==> src/rtl/brc_pkg.sv <==
package brc_pkg;

    localparam int WORD_W = 14;
    localparam int NREG   = 8;
    localparam int REG_W  = $clog2(NREG);
    localparam int PAY_W  = 8;

    typedef enum logic [1:0] {
        OP_ALU = 2'b00,
        OP_BR  = 2'b01,
        OP_LDM = 2'b10,
        OP_NOP = 2'b11
    } op_e;

    typedef struct packed {
        op_e              op;
        logic             delayed;
        logic [REG_W-1:0] rd;
        logic [PAY_W-1:0] payload;
    } word_t;

    function automatic word_t unpack_word(input logic [WORD_W-1:0] w);
        word_t r;
        r.op      = op_e'(w[13:12]);
        r.delayed = w[11];
        r.rd      = w[10:8];
        r.payload = w[7:0];
        return r;
    endfunction

    function automatic logic [REG_W-1:0] lowest_set(input logic [NREG-1:0] m);
        logic [REG_W-1:0] r;
        r = '0;
        for (int i = NREG - 1; i >= 0; i--) begin
            if (m[i]) r = REG_W'(i);
        end
        return r;
    endfunction

    function automatic logic [REG_W-1:0] highest_set(input logic [NREG-1:0] m);
        logic [REG_W-1:0] r;
        r = '0;
        for (int i = 0; i < NREG; i++) begin
            if (m[i]) r = REG_W'(i);
        end
        return r;
    endfunction

    function automatic logic at_most_one(input logic [NREG-1:0] m);
        return (m & (m - 1'b1)) == '0;
    endfunction

endpackage

==> src/rtl/brc_fetch.sv <==
module brc_fetch #(
    parameter int ADDR_W = 8,
    parameter int TGT_W  = 8
) (
    input  logic              clk,
    input  logic              rst,
    input  logic              hold,
    input  logic              redirect,
    input  logic [TGT_W-1:0]  target,
    output logic [ADDR_W-1:0] pc
);

    always_ff @(posedge clk) begin
        if (rst) begin
            pc <= '0;
        end else if (redirect) begin
            pc <= ADDR_W'(target);
        end else if (!hold) begin
            pc <= pc + 1'b1;
        end
    end

endmodule

==> src/rtl/brc_ldm_seq.sv <==
module brc_ldm_seq
    import brc_pkg::*;
(
    input  logic             clk,
    input  logic             rst,
    input  logic             active,
    input  logic [NREG-1:0]  rlist,
    output logic             busy,
    output logic             wr_en,
    output logic [REG_W-1:0] wr_reg,
    output logic [REG_W-1:0] last_reg,
    output logic             final_cyc
);

    logic [NREG-1:0] done_q;
    logic [NREG-1:0] remain;

    assign remain    = rlist & ~done_q;
    assign busy      = active && !at_most_one(remain);
    assign wr_en     = active && (remain != '0);
    assign wr_reg    = lowest_set(remain);
    assign last_reg  = highest_set(rlist);
    assign final_cyc = wr_en && !busy;

    always_ff @(posedge clk) begin
        if (rst || !busy) begin
            done_q <= '0;
        end else begin
            done_q <= done_q | (NREG'(1) << wr_reg);
        end
    end

    // a multi-cycle load keeps writing in the following cycle
    p_ldm_progress_r6: assert property (@(posedge clk) disable iff (rst)
        busy |=> (active && wr_en));

endmodule

==> src/rtl/brc_branch_ctl.sv <==
module brc_branch_ctl (
    input  logic clk,
    input  logic rst,
    input  logic e_valid,
    input  logic e_is_br,
    input  logic e_delayed,
    input  logic e_busy,
    input  logic cond,
    output logic redirect,
    output logic squash,
    output logic seq_err
);

    logic [1:0] slots_q;
    logic       in_slot;
    logic       legal_br;

    assign in_slot  = (slots_q != 2'd0);
    assign legal_br = e_valid && e_is_br && !in_slot;
    assign redirect = legal_br && cond;
    assign squash   = redirect && !e_delayed;
    assign seq_err  = e_valid && e_is_br && in_slot;

    always_ff @(posedge clk) begin
        if (rst) begin
            slots_q <= 2'd0;
        end else if (legal_br && e_delayed) begin
            slots_q <= 2'd2;
        end else if (in_slot && e_valid && !e_busy) begin
            slots_q <= slots_q - 2'd1;
        end
    end

    // two slot instructions follow a delayed branch, then the window closes
    p_slot_window_r8: assert property (@(posedge clk) disable iff (rst)
        (slots_q == 2'd1 && e_valid && !e_busy) |=> !in_slot);

endmodule

==> src/rtl/branch_pipe_ctrl.sv <==
module branch_pipe_ctrl
    import brc_pkg::*;
#(
    parameter int ADDR_W = 8
) (
    input  logic              clk,
    input  logic              rst,
    output logic [ADDR_W-1:0] imem_addr,
    input  logic [WORD_W-1:0] imem_data,
    input  logic              br_cond,
    output logic              ret_valid,
    output logic [ADDR_W-1:0] ret_pc,
    output logic              wr_en,
    output logic [REG_W-1:0]  wr_reg,
    output logic              redirect,
    output logic              seq_err
);

    logic              d_valid, e_valid;
    logic [WORD_W-1:0] d_word;
    logic [ADDR_W-1:0] d_pc, e_pc;
    word_t             e_q;
    word_t             d_f;

    logic              e_busy, ldm_we, ldm_final, squash, dep_stall, hold_front;
    logic [REG_W-1:0]  ldm_reg, ldm_last;

    assign d_f = unpack_word(d_word);

    brc_fetch #(.ADDR_W(ADDR_W), .TGT_W(PAY_W)) u_fetch (
        .clk      (clk),
        .rst      (rst),
        .hold     (hold_front),
        .redirect (redirect),
        .target   (e_q.payload),
        .pc       (imem_addr)
    );

    brc_ldm_seq u_ldm (
        .clk       (clk),
        .rst       (rst),
        .active    (e_valid && e_q.op == OP_LDM),
        .rlist     (e_q.payload),
        .busy      (e_busy),
        .wr_en     (ldm_we),
        .wr_reg    (ldm_reg),
        .last_reg  (ldm_last),
        .final_cyc (ldm_final)
    );

    brc_branch_ctl u_br (
        .clk       (clk),
        .rst       (rst),
        .e_valid   (e_valid),
        .e_is_br   (e_q.op == OP_BR),
        .e_delayed (e_q.delayed),
        .e_busy    (e_busy),
        .cond      (br_cond),
        .redirect  (redirect),
        .squash    (squash),
        .seq_err   (seq_err)
    );

    // decode-stage interlock on the final register of a load-multiple
    assign dep_stall = ldm_final && d_valid && (d_f.op == OP_ALU) &&
                       ((d_word[6:4] == ldm_last) || (d_word[2:0] == ldm_last));
    assign hold_front = e_busy || dep_stall;

    always_ff @(posedge clk) begin
        if (rst) begin
            d_valid <= 1'b0;
            e_valid <= 1'b0;
            d_word  <= '0;
            d_pc    <= '0;
            e_q     <= '0;
            e_pc    <= '0;
        end else if (e_busy) begin
            d_valid <= d_valid;
        end else if (dep_stall) begin
            e_valid <= 1'b0;
        end else if (squash) begin
            d_valid <= 1'b0;
            e_valid <= 1'b0;
        end else begin
            e_valid <= d_valid;
            e_q     <= d_f;
            e_pc    <= d_pc;
            d_valid <= 1'b1;
            d_word  <= imem_data;
            d_pc    <= imem_addr;
        end
    end

    assign ret_valid = e_valid && !e_busy;
    assign ret_pc    = e_pc;
    assign wr_en     = ldm_we || (ret_valid && e_q.op == OP_ALU);
    assign wr_reg    = ldm_we ? ldm_reg : e_q.rd;

    // reset empties the pipe and restarts fetch at zero
    p_reset_state_r1: assert property (@(posedge clk)
        rst |=> (imem_addr == '0 && !ret_valid && !wr_en));

    // a taken squashing branch leaves both younger stages empty
    p_squash_empty_r3: assert property (@(posedge clk) disable iff (rst)
        squash |=> (!d_valid && !e_valid));

    // fetch and decode hold while a load-multiple occupies execute
    p_ldm_hold_r6: assert property (@(posedge clk) disable iff (rst)
        e_busy |=> ($stable(imem_addr) && $stable(d_pc)));

    // a flagged branch retires but never redirects
    p_slot_branch_r8: assert property (@(posedge clk) disable iff (rst)
        seq_err |-> (ret_valid && !redirect));

    // the interlock bubble reaches execute on the next cycle
    p_dep_bubble_r7: assert property (@(posedge clk) disable iff (rst)
        dep_stall |=> !e_valid);

endmodule

==> config.mk <==
export PLATFORM = sky130hd
export DESIGN_NAME = branch_pipe_ctrl
export DESIGN_NICKNAME = d
export VERILOG_FILES = /design/src/rtl/brc_pkg.sv /design/src/rtl/brc_fetch.sv /design/src/rtl/brc_ldm_seq.sv /design/src/rtl/brc_branch_ctl.sv /design/src/rtl/branch_pipe_ctrl.sv
export SDC_FILE = /design/constraint.sdc
export NUM_CORES = 1
export LEC_CHECK = 0
export ABC_AREA = 0
export BUFFER_PORTS_ARGS = -buffer_cell sky130_fd_sc_hd__buf_4
export CAP_MARGIN = 20
export CORE_MARGIN = 4
export CORE_UTILIZATION = 58
export CTS_CLUSTER_DIAMETER = 120
export DETAILED_ROUTE_END_ITERATION = 7
export GPL_ROUTABILITY_DRIVEN = 0
export GPL_TIMING_DRIVEN = 0
export PLACE_DENSITY = 0.88
export SYNTH_ARGS = -nofsm -noshare
export SYNTH_HDL_FRONTEND = slang
export SYNTH_SLANG_ARGS = --single-unit
==> constraint.sdc <==
create_clock -name clk -period 2.7 [get_ports clk]
set_input_delay 0.54 -clock clk [delete_from_list [all_inputs] [get_ports clk]]
set_output_delay 0.54 -clock clk [all_outputs]
set_load 0.01 [all_outputs]
After elaboration in Yosys (flattened, before gate mapping)

Cells that the tools add are included.

Add/sub/neg operators: 3
Equality and inequality tests: 5
Shifts and indexed selects: 1
Mux-type cells: 23
Bitwise operators: 7
Reduce and logical (&&, ||, !) cells: 34

Operator list:

| kind                | count |
|---|---|
| $mux 3              | 13 |
| $logic_and 1x1->1   | 17 |
| $and 8x8->8         | 2 |
| $mux 8              | 2 |
| $add 8x1->8 const B | 1 |
| $logic_not 8->1     | 1 |
| $mux 2              | 4 |
| $not 8->8           | 1 |
| $or 8x8->8          | 1 |
| $reduce_bool 8->1   | 1 |
| $shl 1x3->8 const A | 1 |
| $sub 8x1->8 const B | 1 |
| $eq 3x3->1          | 2 |
| $logic_not 1->1     | 4 |
| $logic_not 2->1     | 2 |
| $logic_or 1x1->1    | 4 |
| $mux 1              | 4 |
| $reduce_bool 2->1   | 2 |
| $not 1->1           | 3 |
| $reduce_and 3->1    | 1 |
| $eq 2x1->1 const B  | 1 |
| $eq 2x2->1 const B  | 1 |
| $ne 2x1->1 const B  | 1 |
| $reduce_and 2->1    | 1 |
| other kinds (2)     | 2 |

Bits in registers: 64
Word-level logic and storage cells: 86

Longest topological paths before layout

Gate-level depths: netlist of run 1.

Depth in word-level cells: 15
Depth in mapped cells: 10
Mapped depth without buffers: 7

Cells and area by module

A second synthesis of run 1 with hierarchy kept.

Cells, all modules: 338
Area, all modules: 3236.9 um^2

Modules (own cells, without submodules):

| module           | instances | cells an instance | area an instance (um^2) | sequential area each (um^2) |
|---|---|---|---|---|
| branch_pipe_ctrl | 1         | 193               | 2087.0                  | 920.9 |
| brc_ldm_seq      | 1         | 78                | 550.5                   | 160.2 |
| brc_fetch        | 1         | 51                | 447.9                   | 160.2 |
| brc_branch_ctl   | 1         | 16                | 151.4                   | 40.0 |

Worst setup path after synthesis of run 1

Ideal clock, no wire load.

Kind: flip-flop to output port
From: register e_q[2] in the netlist's numbering
To: output ret_valid
Arrival: 1915 ps
Data required time: 2160 ps
Path slack: 245 ps
Cell stages (with the launch flop): 9
Path buffers: 2
Cell sequence: dfxtp_1 -> buf_4 -> nor2b_4 -> nor4_4 -> o221ai_1 -> a221o_1 -> o21ai_2 -> buf_2 -> and2_1

Word-level cells in the longest chain between the ends: 8

RTL lines:

| item                     | line                   | source |
|---|---|---|
| start: declaration       | branch_pipe_ctrl.sv:22 | `word_t e_q;` |
| start signal: assignment | branch_pipe_ctrl.sv:75 | `e_q <= '0;` |
| start signal: assignment | branch_pipe_ctrl.sv:86 | `e_q <= d_f;` |
| $and 8x8->8 (*)          | brc_ldm_seq.sv:18      | `assign remain = rlist & ~done_q;` |
| $sub 8x1->8              | brc_pkg.sv:50          | `return (m & (m - 1'b1)) == '0;` |
| $and 8x8->8 (*)          | brc_pkg.sv:50          |  |
| $logic_not 8->1 (*)      | brc_pkg.sv:50          |  |
| $logic_not 1->1 (*)      | brc_ldm_seq.sv:19      | `assign busy = active && !at_most_one(remain);` |
| $logic_and 1x1->1 (*)    | brc_ldm_seq.sv:19      |  |
| $logic_not 1->1 (*)      | branch_pipe_ctrl.sv:94 | `assign ret_valid = e_valid && !e_busy;` |
| $logic_and 1x1->1 (*)    | branch_pipe_ctrl.sv:94 |  |
| end: declaration         | branch_pipe_ctrl.sv:11 | `output logic ret_valid,` |

Every way passes the cells marked *; elsewhere a longest branch is shown, timed or not.

Worst setup path after layout of run 1

Ends and elaborated chain as after synthesis.

==> impl_metrics.py, run 1 <==
metrics = {
    "timing": {
        "min_period_over_period_pct": 100.2,
        "fin_crit_ns": 2.706,
        "holdWs_ns": 0.4020,
        "tightestPinTransition_ns": 0.6020,
        "rsz0062_at_grt": "true",
        "report.final.slew_viol_count": 0,
        "final-setup-viol-count": 1,
        "hold_viol": 0,
        "timing.final.ws_setup_ns": -0.005702,
        "slew_headroom_pct": 59.86,
        "fmax_mhz": 369.6,
        "finClkSkew_ns": 0.008178,
    },
    "drt": {
        "drc": 0,
        "detail_route.first_pass.iterations": 5,
        "wirelength_um": 9942,
        "drtIter0Drc": 430,
        "vias_per_cell": 6.726,
        "wl_per_cell_um": 18.94,
        "vias": 3531,
        "drtAntennaViolNets": 0,
    },
    "placement": {
        "place.port_buffers": 38,
        "place_inst": 505,
        "dp_hpwl_um": 6771,
    },
    "logic_synthesis": {
        "ys_ff_latch": 64,
        "ys.flop_type": "dfxtp_1",
        "synthArstFlopShare_pct": 0,
        "seq_area_frac_synth_pct": 38.18,
        "synth_area_mm2": 0.003356,
        "syn-num-nets": 414,
        "synth.distinct_cells": 55,
        "syn_avg_cell_area_um2": 8.495,
        "ys_warn_count": 0,
        "synth_edf_count": 0,
        "synthCells": 395,
    },
    "pwr": {
        "swShare_pct": 26.83,
        "power_density_mw_per_mm2": 526.8,
        "pwr-share-comb_pct": 13.8,
        "seqPwrFrac_pct": 47.6,
        "power_leakage_nw": 1.605,
        "clkPwrFrac_pct": 38.6,
        "p_sw_mw": 0.5715,
        "p_int_mw": 1.559,
        "ir_drop_mv": 0.3394,
        "total_power_mw": 2.130,
    },
    "worst_setup_path": {
        "end_kind": "output port",
        "r2r_slack_ns": 0.06,
        "critPathMaxFanout": 5,
        "worstPathRequired_ns": 2.16,
        "start_kind": "flip-flop",
        "cp_data_arrival_time_ns": 2.17,
        "crit_type": "reg2out",
    },
    "global_routing": {
        "gr-total-overflow": 0,
        "grt_usage_pct": 27.95,
        "grt_pass1_vias": 3282,
        "antenna_found_initial": 0,
        "grt_max_degree": 12,
        "grt_first_pass_wirelength_um": 15890,
    },
    "clocking": {
        "clk-insertion-delay-late_ns": 0.35,
        "cts_buffers": 9,
        "cts.htree.levels": 3,
        "cts_tree": "built",
        "clock_path_buffers": 2,
        "clk_pin_slew_ns": 0.07,
        "root_buffer": "clkbuf_8",
        "clkSinkCount": 64,
    },
    "die": {
        "start_util_pct": 60.20,
        "placementRows": 27,
        "dieArea_mm2": 0.007067,
        "die_x_um": 84.07,
        "ios": 40,
        "fp.dieH_um": 84.07,
        "core_area_mm2": 0.005574,
    },
    "run": {
        "maxCapViolCount": 0,
    },
    "finish": {
        "nets": 467,
        "fin_util_pct": 72.55,
        "nFillCells": 425,
        "drive_gt1_share_pct": 28.04,
        "instances_no_fill": 525,
        "final_common_cell": "dfxtp_1",
        "area_growth_pct": 20.51,
        "final_cell_mix": "62 x dfxtp_1, 43 x buf_4, 35 x nand2_1",
        "num_antenna_cells": 0,
    },
    "worst_hold_path": {
        "min_path_type": "in2reg",
    },
    "outcome": {
        "outcome": "complete, but fails checks",
        "violations": "negative setup slack",
    },
}
-- state kept, by name, summed over array words and instances, names as in the netlist --
name and cells:
d_f 14, ret_pc 8, u_br.slots_q 2, e_q 14
d_pc 8, u_ldm.done_q 8, u_fetch.pc 8, d_valid 1
e_valid 1
-- synth_stat cells, types with 2 or more instances --
library cell	instances	area [um2]
nor2b_1	8	50.05
dfxtp_1	64	1281
nor4_4	2	42.54
o31ai_1	3	22.52
clkbuf_1	26	97.59
buf_6	5	56.30
and2b_4	2	20.02
a211oi_1	5	37.54
nand4b_1	2	17.52
a31oi_1	24	150.1
buf_4	3	22.52
a22oi_1	3	22.52
o21a_1	3	22.52
nand2b_1	10	62.56
nand3_1	6	30.03
inv_1	8	30.03
nand2_1	36	135.1
nand4_1	4	25.02
o21ai_0	17	85.08
or4_1	2	15.01
buf_2	4	20.02
nor4_1	22	137.6
ha_1	2	25.02
o211ai_1	4	30.03
a311oi_1	3	26.28
nor3_1	13	65.06
nor2_1	23	86.33
a31o_2	23	201.4
a21oi_1	15	75.07
a31o_1	17	148.9
or2_2	4	25.02
and3_1	4	25.02
xnor2_1	6	52.55
-- final timing paths --
kind	cells after the start	start	to
min reg2reg	2	u_ldm.done_q[1]$_SDFF_PP0_	u_ldm.done_q[1]$_SDFF_PP0_
max	8	e_q[2]$_SDFFE_PP0P_	ret_valid
min	2	imem_data[6]	d_f[6]$_SDFFE_PP0P_
max reg2reg	10	e_q[2]$_SDFFE_PP0P_	ret_pc[0]$_SDFFE_PP0P_
-- timing repair --
action,in CTS,in global routing
pin swaps,1,4
buffers inserted,2,3
gates cloned,0,0
resized for setup,9,26
setup endpoints to repair,16,53
hold buffers,0,0
-- area by class of cell --
| class | instances | area [um2] | share of cell area, % |
|---|---|---|---|
| multi-input cells | 283 | 1897 | 46.91 |
| flip-flops and latches | 64 | 1284 | 31.75 |
| repair buffers | 43 | 326.6 | 8.075 |
| plain buffers | 38 | 216.5 | 5.353 |
| clock buffers | 10 | 137.6 | 3.403 |
| well taps | 72 | 90.09 | 2.228 |
| clock inverters | 6 | 58.81 | 1.454 |
| inverters | 9 | 33.78 | 0.8354 |
-- cells by family (layout without fill, tap and decap cells) --
group | after synthesis | after routing | share of synthesized area (%)
AOI/OAI and AO/OA | 129 | 129 | 27.82
adders and majority gates | 2 | 2 | 0.7456
xor gates and xnor gates | 6 | 6 | 1.566
buffers and inverters | 48 | 106 | 6.972
DFF | 64 | 64 | 38.18
muxes | 1 | 1 | 0.2983
and+or+nand+nor | 145 | 145 | 24.42
-- power by group through the flow --
stage	logic [mW]	registers [mW]	clock network [mW]
4_1_cts	0.270	1.01	0.828
5_1_grt	0.319	1.02	0.874
3_3_place_gp	0.257	1.03	0
6_report	0.294	1.01	0.822
2_1_floorplan	0.181	1.03	0
3_5_place_dp	0.265	1.03	0
-- metrics by stage --
| step | instance area (um2) | TNS (ns) | worst slack [ns] |
|---|---|---|---|
| 2_1_floorplan | 3356 | 0 | 0.2447 |
| 3_3_place_gp | 3731 | -0.1382 | -0.1382 |
| 3_5_place_dp | 3731 | -0.1881 | -0.1577 |
| 4_1_cts | 3965 | -0.1267 | -0.1181 |
| 5_1_grt | 4044 | -0.1414 | -0.08126 |
| 6_report | 4044 | -0.005702 | -0.005702 |
-- critical path: stages (launching register included) --
cell      delay [ns]
dfxtp_2         0.33
buf_6           0.12
nor2b_4         0.14
nor4_4          0.28
o221ai_1        0.14
a221o_1         0.34
o21ai_4         0.20
and2_4          0.17
buf_6           0.09
-- metal layers --
layer	vias up	global-route usage (%)	part of all wire, %
li1	1602	-	-
met1	1666	35.47	39
met2	215	43.90	46
met3	48	5.035	10
met4	0	16.81	5.1
met5	-	0	0
No activity file was read; power rests on OpenSTA's default activity.
==> run 2: changes to the inputs <==
--- a/config.mk
+++ b/config.mk
@@ -9,12 +9,14 @@
 export BUFFER_PORTS_ARGS = -buffer_cell sky130_fd_sc_hd__buf_4
 export CAP_MARGIN = 20
 export CORE_MARGIN = 4
-export CORE_UTILIZATION = 58
+export CORE_UTILIZATION = 60
+export CTS_BUF_LIST = sky130_fd_sc_hd__clkbuf_8
 export CTS_CLUSTER_DIAMETER = 120
 export DETAILED_ROUTE_END_ITERATION = 7
 export GPL_ROUTABILITY_DRIVEN = 0
 export GPL_TIMING_DRIVEN = 0
-export PLACE_DENSITY = 0.88
+export PLACE_DENSITY = 0.91
 export SYNTH_ARGS = -nofsm -noshare
 export SYNTH_HDL_FRONTEND = slang
+export SYNTH_HIERARCHICAL = 1
 export SYNTH_SLANG_ARGS = --single-unit
==> run 2 against run 1 <==
The flow still finishes with violations (negative setup slack). Routed wire length shrank 7.8%. Clock power decreased by 8.9%. Worst setup slack lost 0.18 ns. Synthesized cell count shrank 14%. Fmax decreased by 6.4%. Non-clock buffer count down 8. Total power decreased by 3.6%. Die area down 6.1%. Via count is 19% lower. First-iteration DRC count shrank 25%. Critical path depth is 6 higher. Hold slack better by 0.059 ns. Critical path type is now reg2reg. Largest power group unchanged.
==> impl_metrics.py, run 2 <==
metrics = {
    "drt": {
        "wl_per_cell_um": 19.10,
        "vias_per_cell": 5.994,
        "vias": 2877,
        "detail_route.first_pass.iterations": 5,
        "wirelength_um": 9167,
        "drtAntennaViolNets": 0,
        "drc": 0,
        "drtIter0Drc": 322,
    },
    "logic_synthesis": {
        "synth_area_mm2": 0.003237,
        "ys_ff_latch": 64,
        "seq_area_frac_synth_pct": 39.58,
        "yosysTopAreaCellShare_pct": 39.58,
        "ys_warn_count": 6,
        "synth_mux_area_share_pct": 15.46,
        "synth_top_family_by_area": "simple AND/OR/NAND/NOR gates",
        "yosysMostFrequentCell": "nand2b_1",
        "synth_commonest_cells": "76 x nand2b_1, 64 x dfxtp_1, 44 x mux2i_1, 24 x nor2_1, 14 x nand2_1",
        "synthSimpleGateAreaFrac_pct": 27.87,
        "synthCells": 338,
        "synth.distinct_cells": 58,
        "synth_edf_count": 0,
        "synthArstFlopShare_pct": 0,
        "synth_fa_ha_area_share_pct": 1.430,
        "ys.flop_type": "dfxtp_1",
        "synthXorXnorAreaFrac_pct": 2.706,
        "syn-num-nets": 357,
        "syn_avg_cell_area_um2": 9.576,
        "yosys-top-cells-area": "dfxtp_1 40%, nand2b_1 15%, mux2i_1 14%",
        "yosysTopAreaCell": "dfxtp_1",
        "synth_compound_area_share_pct": 8.504,
    },
    "clocking": {
        "cts_tree": "built",
        "cts_buffers": 9,
        "clk_pin_slew_ns": 0.07,
        "cts.htree.levels": 3,
        "clkSinkCount": 64,
        "postCtsHoldBufs": 0,
        "clock_path_buffers": 2,
        "root_buffer": "clkbuf_8",
        "clk-insertion-delay-late_ns": 0.34,
    },
    "die": {
        "ios": 40,
        "placementRows": 26,
        "core_area_mm2": 0.005172,
        "dieArea_mm2": 0.006634,
        "start_util_pct": 62.58,
        "fp.dieH_um": 81.45,
        "die_x_um": 81.45,
    },
    "outcome": {
        "outcome": "complete, but fails checks",
        "violations": "negative setup slack",
    },
    "placement": {
        "place.port_buffers": 39,
        "dp_hpwl_um": 5248,
    },
    "pwr": {
        "total_power_mw": 2.053,
        "power_density_mw_per_mm2": 500.0,
        "power_leakage_nw": 1.816,
        "ir_drop_mv": 0.2934,
    },
    "finish": {
        "num_antenna_cells": 0,
        "drive_gt1_share_pct": 30.00,
        "final_common_cell": "nand2b_1",
        "final_cell_mix": "69 x nand2b_1, 57 x buf_4, 53 x dfxtp_1",
        "area_growth_pct": 26.87,
        "nets": 426,
    },
    "timing": {
        "rsz0062_at_grt": "true",
        "report.final.slew_viol_count": 0,
        "timing.final.ws_setup_ns": -0.1895,
        "fin_crit_ns": 2.890,
        "holdWs_ns": 0.4613,
        "finClkSkew_ns": 0.005779,
        "slew_headroom_pct": 68.14,
        "fmax_mhz": 346.1,
        "final-setup-viol-count": 10,
        "min_period_over_period_pct": 107.0,
        "tightestPinTransition_ns": 0.4780,
        "hold_viol": 0,
    },
    "worst_setup_path": {
        "end_kind": "flip-flop",
        "cp_data_arrival_time_ns": 3.10,
        "start_kind": "flip-flop",
        "crit_type": "reg2reg",
        "critPathMaxFanout": 5,
        "worstPathRequired_ns": 2.91,
    },
    "global_routing": {
        "grt_max_degree": 11,
        "grt_pass1_vias": 2589,
        "gr-total-overflow": 0,
        "grt_usage_pct": 24.37,
        "antenna_found_initial": 0,
        "grt_first_pass_wirelength_um": 12300,
    },
    "worst_hold_path": {
        "min_path_type": "in2reg",
    },
    "run": {
        "maxCapViolCount": 0,
    },
}
run 2: changes by cell type after synthesis, sizes merged, moves of 6 or more:
| cell | change |
|---|---|
| mux2i | +43 |
| a31oi | -19 |
| nand2 | -22 |
| buf | -6 |
| o21ai | -12 |
| nor3 | -12 |
| a31o | -40 |
| nor4 | -24 |
| clkbuf | -18 |
| nand2b | +66 |
run 2: cells by family after synthesis:
kind of cell | Yosys count
fa+ha+maj | 4
compound gates | 38
simple gates | 151
mux | 49
buf+inv | 22
flops | 64
xor+xnor | 10
run 2: through the flow:
stage | setup WS (ns) | cell area [um2] | util, % | instances | TNS (ns)
floorplan | 0.08458 | 3237 | - | 338 | 0
global placement | -0.2018 | 3617 | 69.93 | 447 | -0.8464
detailed placement | -0.2577 | 3617 | 69.93 | 447 | -2.178
CTS | 0.001104 | 3860 | 74.63 | 465 | 0
global route | -0.3327 | 4106 | 79.39 | 480 | -3.591
finish | -0.1895 | 4106 | 79.39 | 480 | -0.7847
run 2: cell type report:
class                           count  area (um2)
Buffer                             15       123.9
Inverter                            7       26.28
Fill cell                         286        1066
Timing Repair Buffer               58       442.9
Clock inverter                      2       7.507
Tap cell                           70       87.58
Multi-Input combinational cell    252        1946
Clock buffer                       12       165.2
Sequential cell                    64        1308
run 2: repair_timing:
action | 4_1_cts | 5_1_grt
setup buffers | 4 | 15
endpoints found under the setup margin | 53 | 52
cloned | 0 | 0
pin swaps | 3 | 12
resized for setup | 14 | 37
run 2: critical path, cell delays in order, from the launching register on:
cell	delay, ns
dfxtp_1	0.38
nand2b_4	0.16
nand4_1	0.13
maj3_2	0.38
nor2_4	0.13
and2_4	0.14
and4bb_1	0.26
nand4_1	0.24
nand2_2	0.21
buf_4	0.13
buf_6	0.08
buf_6	0.10
mux2_4	0.30
nand2_2	0.06
a21oi_1	0.06
run 2: layer usage:
metal | share of wire, % | up-vias | routed length (um) | track usage [%]
met5 | 0 | - | 0 | 0
met4 | 4.9 | 0 | 453 | 13.51
met3 | 6.2 | 49 | 566 | 5.154
met2 | 48 | 159 | 4357 | 40.07
met1 | 41 | 1374 | 3789 | 29.60
li1 | - | 1295 | - | -
run 2: report_power, final:
part | leakage [nW] | internal (mW) | switching, mW
logic | 1.19 | 0.141 | 0.144
registers | 0.530 | 0.977 | 0.0418
clock network | 0.0969 | 0.392 | 0.357
run 2: worst paths after layout:
path	from	endpoint	slack, ns	cells after the start
max	u_ldm/done_q[4]$_SDFF_PP0_	u_fetch/pc[1]$_SDFFE_PP0P_	-0.19	14
min	rst	u_br/slots_q[1]$_SDFFE_PP0P_	0.46	2
max reg2reg	u_ldm/done_q[4]$_SDFF_PP0_	u_fetch/pc[1]$_SDFFE_PP0P_	-0.19	14
min reg2reg	ret_pc[3]$_SDFFE_PP0P_	ret_pc[3]$_SDFFE_PP0P_	0.48	2
==> run 3: changes to the inputs <==
--- a/config.mk
+++ b/config.mk
@@ -18,5 +18,4 @@
 export PLACE_DENSITY = 0.91
 export SYNTH_ARGS = -nofsm -noshare
 export SYNTH_HDL_FRONTEND = slang
-export SYNTH_HIERARCHICAL = 1
 export SYNTH_SLANG_ARGS = --single-unit
==> run 3 against run 2 <==
Routed wire length rose by 15%. Non-clock buffer count rose by 15. Largest cell class unchanged. Largest power group unchanged. Via count rose by 24%. Hold slack got worse by 0.057 ns. Count of clock-buffer cells in the layout fell by 2. The flow still finishes with violations (negative setup slack).
==> impl_metrics.py, run 3 (same netlist as run 1, synthesis figures left out) <==
metrics = {
    "global_routing": {
        "grt_pass1_vias": 3402,
        "grt_usage_pct": 32.32,
        "antenna_found_initial": 0,
        "gr-total-overflow": 0,
        "grt_first_pass_wirelength_um": 16570,
        "grt_max_degree": 11,
    },
    "timing": {
        "slew_headroom_pct": 59.24,
        "hold_viol": 0,
        "report.final.slew_viol_count": 0,
        "tightestPinTransition_ns": 0.6078,
        "holdWs_ns": 0.4040,
        "fin_crit_ns": 2.795,
        "rsz0062_at_grt": "true",
        "final-setup-viol-count": 4,
        "min_period_over_period_pct": 103.5,
        "timing.final.ws_setup_ns": -0.09501,
        "finClkSkew_ns": 0.008028,
        "fmax_mhz": 357.8,
    },
    "die": {
        "fp.dieH_um": 82.79,
        "die_x_um": 82.79,
        "placementRows": 26,
        "start_util_pct": 63.68,
        "dieArea_mm2": 0.006853,
        "core_area_mm2": 0.005270,
        "ios": 40,
    },
    "worst_setup_path": {
        "worstPathRequired_ns": 2.16,
        "start_kind": "flip-flop",
        "crit_type": "reg2out",
        "critPathMaxFanout": 10,
        "cp_data_arrival_time_ns": 2.26,
        "end_kind": "output port",
    },
    "pwr": {
        "ir_drop_mv": 0.4261,
        "power_density_mw_per_mm2": 543.4,
        "total_power_mw": 2.231,
        "power_leakage_nw": 1.636,
    },
    "clocking": {
        "cts_tree": "built",
        "clk_pin_slew_ns": 0.07,
        "cts.htree.levels": 3,
        "cts_buffers": 9,
        "clock_path_buffers": 2,
        "root_buffer": "clkbuf_8",
        "clkSinkCount": 64,
        "clk-insertion-delay-late_ns": 0.35,
    },
    "placement": {
        "dpl_cell_area_mm2": 0.003729,
        "place.port_buffers": 38,
        "dp_slack_ns": -0.2033,
        "dp_hpwl_um": 6885,
    },
    "finish": {
        "final_cell_mix": "61 x dfxtp_1, 49 x buf_4, 35 x nand2_1",
        "num_antenna_cells": 0,
        "area_growth_pct": 22.37,
        "drive_gt1_share_pct": 29.04,
        "nFillCells": 354,
        "final_common_cell": "dfxtp_1",
        "stdcell_area_mm2": 0.004106,
        "nets": 474,
    },
    "drt": {
        "drtIter0Drc": 441,
        "drtAntennaViolNets": 0,
        "vias": 3561,
        "wirelength_um": 10510,
        "drc": 0,
        "detail_route.first_pass.iterations": 6,
        "vias_per_cell": 6.744,
        "wl_per_cell_um": 19.91,
    },
    "worst_hold_path": {
        "min_path_type": "in2reg",
    },
    "outcome": {
        "outcome": "complete, but fails checks",
        "violations": "negative setup slack",
    },
    "run": {
        "maxCapViolCount": 0,
    },
}
## run 3: cell types whose count changed in the layout (fill, tap and decap cells not counted), moves of 8 or more
cell / change
a31o_1: +17
a31o_2: +23
a31oi_1: +19
buf_4: -8
clkbuf_1: +11
dfxtp_1: +8
mux2i_1: -43
nand2_1: +23
nand2b_1: -59
nor3_1: +11
nor4_1: +19
o21ai_0: +14
## run 3: worst max-delay path, stage by stage, from the launching register on
cell and delay (ns):
dfxtp_1 0.29, buf_2 0.19, nor2b_1 0.19, nor2_1 0.14
nand3_1 0.14, o31ai_2 0.53, nand2_1 0.15, o21ai_0 0.11
buf_4 0.15
## run 3: timing repair
action	in CTS	in global routing
cloned	0	0
endpoints found under the setup margin	17	53
gates resized for setup	13	19
hold buffers	0	0
setup buffers	11	0
pin swaps	3	2
## run 3: layout make-up
cell class / instances / area, um2 / share of cell area (%)
plain buffers: 39 / 222.7 / 5.424
clock buffers: 10 / 137.6 / 3.352
clock inverters: 4 / 70.07 / 1.706
inverters: 9 / 33.78 / 0.8227
multi-input cells: 283 / 1896 / 46.16
flip-flops and latches: 64 / 1287 / 31.35
well taps: 70 / 87.58 / 2.133
repair buffers: 49 / 371.6 / 9.049
## run 3: through the flow
step / util (%) / std cells / TNS, ns
final: 77.92 / 528 / -0.2955
after global routing: 77.92 / 528 / -0.8979
after CTS: 76.92 / 528 / -0.03284
after detailed placement: 70.75 / 503 / -0.2089
after global placement: 70.75 / 503 / -0.1367
after floorplan: - / 395 / 0
## run 3: path summary, 6_finish.rpt
check,start,end,slack (ns),cells after the start
worst min register to register,u_ldm.done_q[1]$_SDFF_PP0_,u_ldm.done_q[1]$_SDFF_PP0_,0.46,2
worst max register to register,e_q[5]$_SDFFE_PP0P_,d_pc[7]$_SDFFE_PP0P_,0.05,10
worst max-delay path,e_q[5]$_SDFFE_PP0P_,wr_reg[0],-0.1,8
worst min-delay path,imem_data[2],d_f[2]$_SDFFE_PP0P_,0.40,2
## run 3: routing by layer
metal	global-route usage [%]	share of wire (%)	vias up
li1	-	-	1605
met1	40.00	40	1666
met2	52.24	47	242
met3	6.587	9.5	48
met4	18.30	4.0	0
met5	0	0	-
## run 3: where the power goes
part	leakage (nW)	switching, mW	internal [mW]
Clock	0.108	0.379	0.532
Combinational	1.00	0.169	0.137
Sequential	0.525	0.0354	0.980
